<file path="src/rtl/sar_seq_pkg.sv">
package sar_seq_pkg;
  typedef struct packed {
    logic init;    // load mid-scale trial pattern
    logic step;    // store decision, advance marker
    logic finish;  // last decision, drop doneN
  } sarCtl_t;
endpackage

</file>
<file path="src/rtl/sar_seq_ctrl.sv">
module sar_seq_ctrl
  import sar_seq_pkg::*;
#(
  parameter int W = 8,
  localparam int IDX_W = $clog2(W)
) (
  input  logic             clk,
  input  logic             startN,
  output sarCtl_t          ctl,
  output logic [IDX_W-1:0] pos
);
  localparam logic [IDX_W-1:0] TOP = IDX_W'(W - 1);

  logic active;

  always_ff @(posedge clk) begin
    if (!startN) begin
      active <= 1'b1;
      pos    <= TOP;
    end else if (active) begin
      if (pos == '0) active <= 1'b0;
      else           pos    <= pos - 1'b1;
    end
  end

  always_comb begin
    ctl.init   = !startN;
    ctl.step   = startN && active;
    ctl.finish = startN && active && (pos == '0);
  end

  AST_INIT_POS: assert property (@(posedge clk)
    !startN |=> (active && pos == TOP));
  AST_DESCEND: assert property (@(posedge clk)
    (startN && active && pos != '0) |=> (active && pos == $past(pos) - 1'b1));
endmodule

</file>
<file path="src/rtl/sar_seq_dp.sv">
module sar_seq_dp
  import sar_seq_pkg::*;
#(
  parameter int W = 8,
  localparam int IDX_W = $clog2(W)
) (
  input  logic             clk,
  input  sarCtl_t          ctl,
  input  logic [IDX_W-1:0] pos,
  input  logic             serIn,
  output logic [W-1:0]     q,
  output logic             qSync,
  output logic             doneN
);
  localparam logic [W-1:0] INIT = {1'b0, {(W-1){1'b1}}};

  for (genvar i = 0; i < W; i++) begin : gBit
    if (i < W - 1) begin : gMid
      always_ff @(posedge clk) begin
        if (ctl.init)                                 q[i] <= INIT[i];
        else if (ctl.step && pos == IDX_W'(i))        q[i] <= serIn;
        else if (ctl.step && pos == IDX_W'(i + 1))    q[i] <= 1'b0;
      end
    end else begin : gTop
      always_ff @(posedge clk) begin
        if (ctl.init)                                 q[i] <= INIT[i];
        else if (ctl.step && pos == IDX_W'(i))        q[i] <= serIn;
      end
    end
  end

  always_ff @(posedge clk) begin
    qSync <= serIn;
    if (ctl.init)        doneN <= 1'b1;
    else if (ctl.finish) doneN <= 1'b0;
  end

  AST_INIT_PATTERN: assert property (@(posedge clk)
    ctl.init |=> (q == INIT && doneN));
  AST_LOCK_HOLD: assert property (@(posedge clk)
    (!ctl.init && !doneN) |=> ($stable(q) && !doneN));
  AST_DONE_CAUSE: assert property (@(posedge clk)
    $fell(doneN) |-> $past(ctl.step && pos == '0));
endmodule

</file>
<file path="src/rtl/sar_seq_top.sv">
module sar_seq_top
  import sar_seq_pkg::*;
#(
  parameter int W = 8
) (
  input  logic         clk,
  input  logic         startN,
  input  logic         serIn,
  output logic [W-1:0] q,
  output logic         qMsbN,
  output logic         qSync,
  output logic         doneN
);
  localparam int IDX_W = $clog2(W);

  sarCtl_t          ctl;
  logic [IDX_W-1:0] pos;

  sar_seq_ctrl #(.W(W)) uCtrl (
    .clk(clk), .startN(startN), .ctl(ctl), .pos(pos)
  );

  sar_seq_dp #(.W(W)) uDp (
    .clk(clk), .ctl(ctl), .pos(pos), .serIn(serIn),
    .q(q), .qSync(qSync), .doneN(doneN)
  );

  assign qMsbN = ~q[W-1];
endmodule

</file>
<file path="config.mk">
export PLATFORM = sky130hd
export DESIGN_NAME = sar_seq_top
export DESIGN_NICKNAME = d
export VERILOG_FILES = /design/src/rtl/sar_seq_pkg.sv /design/src/rtl/sar_seq_ctrl.sv /design/src/rtl/sar_seq_dp.sv /design/src/rtl/sar_seq_top.sv
export SDC_FILE = /design/constraint.sdc
export NUM_CORES = 1
export LEC_CHECK = 0
export ABC_CLOCK_PERIOD_IN_PS = 1830
export BUFFER_PORTS_ARGS = -buffer_cell sky130_fd_sc_hd__buf_2
export CORE_MARGIN = 8
export CORE_UTILIZATION = 30
export DETAILED_ROUTE_END_ITERATION = 12
export PLACE_DENSITY = 0.47
export SLEW_MARGIN = 40
export SYNTH_ARGS = -nofsm -noshare
export SYNTH_HDL_FRONTEND = slang
export SYNTH_SLANG_ARGS = --single-unit
</file>
<file path="constraint.sdc">
create_clock -name clk -period 1.83 [get_ports clk]
set_clock_uncertainty 0.15 [all_clocks]
set_input_delay 0.183 -clock clk [delete_from_list [all_inputs] [get_ports clk]]
set_output_delay 0.183 -clock clk [all_outputs]
set_load 0.01 [all_outputs]
</file>
* After elaboration in Yosys (flattened, before gate mapping)
Index checks and enable logic that the tools add are counted.
** Storage, ports and cells
- Register bits after elaboration :: 14
- Input bits :: 3
- Output and inout port bits :: 11
** Cells by class
- $add $sub $neg :: 1
- Eq/ne operators :: 7
- Muxes and demuxes :: 16
- Bitwise operators :: 2
- Reductions and logical operators :: 18
** Operators by type and width (count)
- $mux 1 :: 16
- $reduce_bool 2->1 :: 7
- $eq 3x3->1 const B :: 4
- $logic_and 1x1->1 :: 9
- $eq 3x2->1 const B :: 2
- $eq 3x1->1 const B :: 1
- $logic_not 3->1 :: 1
- $sub 3x1->3 const B :: 1
- $not 1->1 :: 2
- $reduce_and 2->1 :: 1

* Longest topological paths before layout
- Depth after elaboration :: 4
- Gate-level depth with buffers :: 5
- Gate-level depth less buffers :: 5

* By module
From an unflattened synthesis, not the netlist that was laid out.
** Unflattened totals
- Cells, all modules :: 69
- Area, all modules :: 614.3 µm²
** By module, submodules not included
- sar_seq_dp :: times used 1, cells an instance 44, area an instance 407.9 µm², seq. area each 200.2 µm²
- sar_seq_ctrl :: times used 1, cells an instance 24, area an instance 202.7 µm², seq. area each 80.1 µm²
- sar_seq_top :: times used 1, cells an instance 1, area an instance 3.8 µm², seq. area each 0.0 µm²

* Least setup slack after synthesis
Ideal clock, no wire load.
- Kind :: register -> register
- From :: reg uCtrl.pos[0]
- To :: reg uCtrl.pos[0]
- Setup time :: 62 ps
- Data arrival time :: 1238 ps
- Data required time :: 1618 ps
- Path slack :: 380 ps
- Stages on the path, launching flop included :: 6
- Buffers on the path :: 0
- Cell sequence :: dfxtp_1 inv_1 ha_1 nor2b_2 or3_1 nand3_1
** Between the ends
- Longest elaborated chain between the ends :: 3
- Elaborated cells on any way between the ends :: 4
** RTL lines
- start, declared :: line sar_seq_ctrl.sv:10 : output logic [IDX_W-1:0] pos
- start signal, assigned :: line sar_seq_ctrl.sv:22 : else pos <= pos - 1'b1;
- parallel branches: the longest is 3 deep, another holds $sub 3x1->3
Parallel ways; which one is timed is not known.
A chain may end at the register's enable or synchronous reset.

* Worst setup path after layout
Same ends and word-level chain as after synthesis.

==> impl_metrics.yaml <==
clock_tree:
  cts_setup_buffers: 0
  clockRootBuffer: "clkbuf_4"
  cts_buffer_depth: 2
  htreeDepth: 1
  post_cts_resized: 0
  clock_latency_ns: 0.27
  numCtsBuffers: 3
  cts_tree: "built"
  cts_sinks: 14
  path_clk_slew_ns: 0.08
timing:
  slew_headroom_pct: 81.87
  final-max-slew-violation-count: 0
  tightest_slew_ns: 0.2685
  fin_ws_ns: 0.2577
  setup_viol: 0
  fin_tns_setup_ns: 0
  final.min_clock_period_ns: 1.572
  fmax_mhz: 636.0
  hold_slack_ns: 0.08426
  grt_setup_unrepaired: "no"
  period_share_pct: 85.92
  hold_viol: 0
cells_and_area:
  syn2layout_area_growth_pct: 20.49
  drive_above_1_share_pct: 22.09
  nNetsFinal: 96
  n_antenna_cell: 0
  multi_input_area_um2: 312.8
  fillCellCount: 222
  seq_area_um2: 280.3
  fin_util_pct: 38.27
power:
  power.density_mw_per_mm2: 824.9
  p_clk_share_pct: 26.8
  ir_drop_uv: 283.4
  power.total_uw: 613.1
  seqPwrFrac_pct: 55.5
  p_switching_uw: 164.5
  power_switching_share_pct: 26.84
  p_leak_uw: 0.0003305
  p_int_uw: 448.5
  combPwrFrac_pct: 17.8
critical_path:
  r2r_slack_ns: 0.26
  crit_fanout: 7
  path_class: "reg -> reg"
  endpoint_kind: "flip-flop"
  r2r_cells: 5
  crit_required_ns: 1.89
  arrival_ns: 1.63
  startpoint_type: "flip-flop"
synthesis:
  yosysSeqAreaShare_pct: 45.44
  yosys.area.top_type: "dfxtp_1"
  synth-seq-cells: 14
  ys.flop_type: "dfxtp_1"
  yosysWarnings: 0
  synth_area_leaders: "dfxtp_1 (45%), ha_1 (10%), nand3_1 (9.7%)"
  synthArstFlopShare_pct: 0
  synth_edf_count: 0
  synth_area_um2: 616.8
  synth_cell_type_count: 18
  yosysTopAreaCellShare_pct: 45.44
  synth_nets: 78
  synthCells: 70
  syn_avg_cell_area_um2: 8.812
placement:
  post-place-ws_ns: 0.2778
  gp_congestion: 0.7611
  place.detailed.hpwl_um: 979.5
  portBuffers: 13
drt:
  antenna_left: 0
  vias: 523
  drc: 0
  drt-vias-per-instance: 4.628
  drt-total-wl_mm: 1.302
  dr.pass1.iters: 4
  detail_route.iter0.violations: 10
  wl_per_cell_um: 11.52
floorplan:
  die_area_mm2: 0.003763
  initial_core_util_pct: 31.77
  die_h_um: 61.35
  rows: 16
  core_region_area_mm2: 0.001942
  io_pins: 14
  die_w_um: 61.35
global_routing:
  antenna_found_initial: 0
  gr-total-overflow: 0
  grt_pass1_vias: 512
  grt_start_max_net_pins: 18
  grt_usage_pct: 8.034
  grt_pass1_wl_mm: 2.221
run:
  drv_cap: 0
status:
  status: "complete, no violations"
hold_path:
  min_path_cells: 2
  hp-class: "in -> reg"
-- sequential cells by signal, indices dropped and copies added, names as in the netlist --
| signal | flops |
|---|---|
| uDp.q | 8 |
| uCtrl.pos | 3 |
| uCtrl.active | 1 |
| uDp.doneN | 1 |
| uDp.qSync | 1 |
-- power by group through the flow --
stage                     logic, µW  clock network (µW)  registers (µW)
after floorplan                64.3                   0             353
after global placement          109                   0             347
after detailed placement        109                   0             347
after CTS                       111                 177             340
after global routing            124                 193             343
final                           109                 164             340
-- worst max-delay path, stage by stage, from the launching register on --
cell	delay, ns
dfxtp_1	0.39
inv_1	0.10
ha_1	0.28
nor2b_2	0.20
or3_1	0.32
nand3_1	0.08
-- layout by cell type, fill, tap and decap left out --
cell,n
a21oi_1,2
nand3b_1,1
clkbuf_4,3
inv_1,5
nor2_1,4
nor2b_2,1
o21ai_0,10
and4b_2,1
o311ai_0,1
ha_1,5
and3_4,1
dlygate4sd3_1,1
a31o_1,1
dfxtp_1,14
buf_2,13
nand3_1,12
nor2b_1,1
nand2_1,7
or3_1,1
mux2i_1,2
-- cell families after synthesis --
group           share of synthesized area (%)
flops                                   45.44
fa+ha+maj                               10.14
buf+inv                                 3.854
simple gates                            24.75
mux                                     3.246
compound gates                          12.58
-- Yosys cell counts, drive strengths merged (2+ instances only) --
library cell  instances
ha                    5
nor2b                 2
nand2                 7
dfxtp                14
a21oi                 2
o21ai                10
nor2                  4
nand3                12
inv                   5
mux2i                 2
-- worst paths after layout --
kind | startpoint | end
worst max register to register | uCtrl.pos[0] | uCtrl.pos[0]
worst min-delay path | startN | uCtrl.pos[2]
worst max-delay path | uCtrl.pos[0] | uCtrl.pos[0]
worst min register to register | uDp.q[1] | uDp.q[1]
-- metrics by stage --
step / instance area [µm²] / instances
finish: 743.2 / 113
detailed placement: 710.7 / 109
global placement: 710.7 / 109
CTS: 743.2 / 113
floorplan: 616.8 / 70
global route: 743.2 / 113
-- routing by layer --
layer	part of all wire, %	wire (µm)	track usage, %	vias to the layer above
met2	47	608	12.99	9
li1	-	-	-	279
met4	0.77	10	4.870	0
met5	0	0	0	-
met1	46	601	8.649	233
met3	6.3	82	3.132	2
-- cell type report --
type,count,area share [%]
Timing Repair Buffer,14,10.10
Inverter,5,2.525
Sequential cell,14,37.71
Clock buffer,3,3.030
Tap cell,27,4.545
Multi-Input combinational cell,50,42.09
-- timing repair --
item                       4_1_cts  5_1_grt
hold endpoints to repair         1        0
setup endpoints to repair        0        0
hold buffers                     1        0
Power figures use the tool's default switching activity.
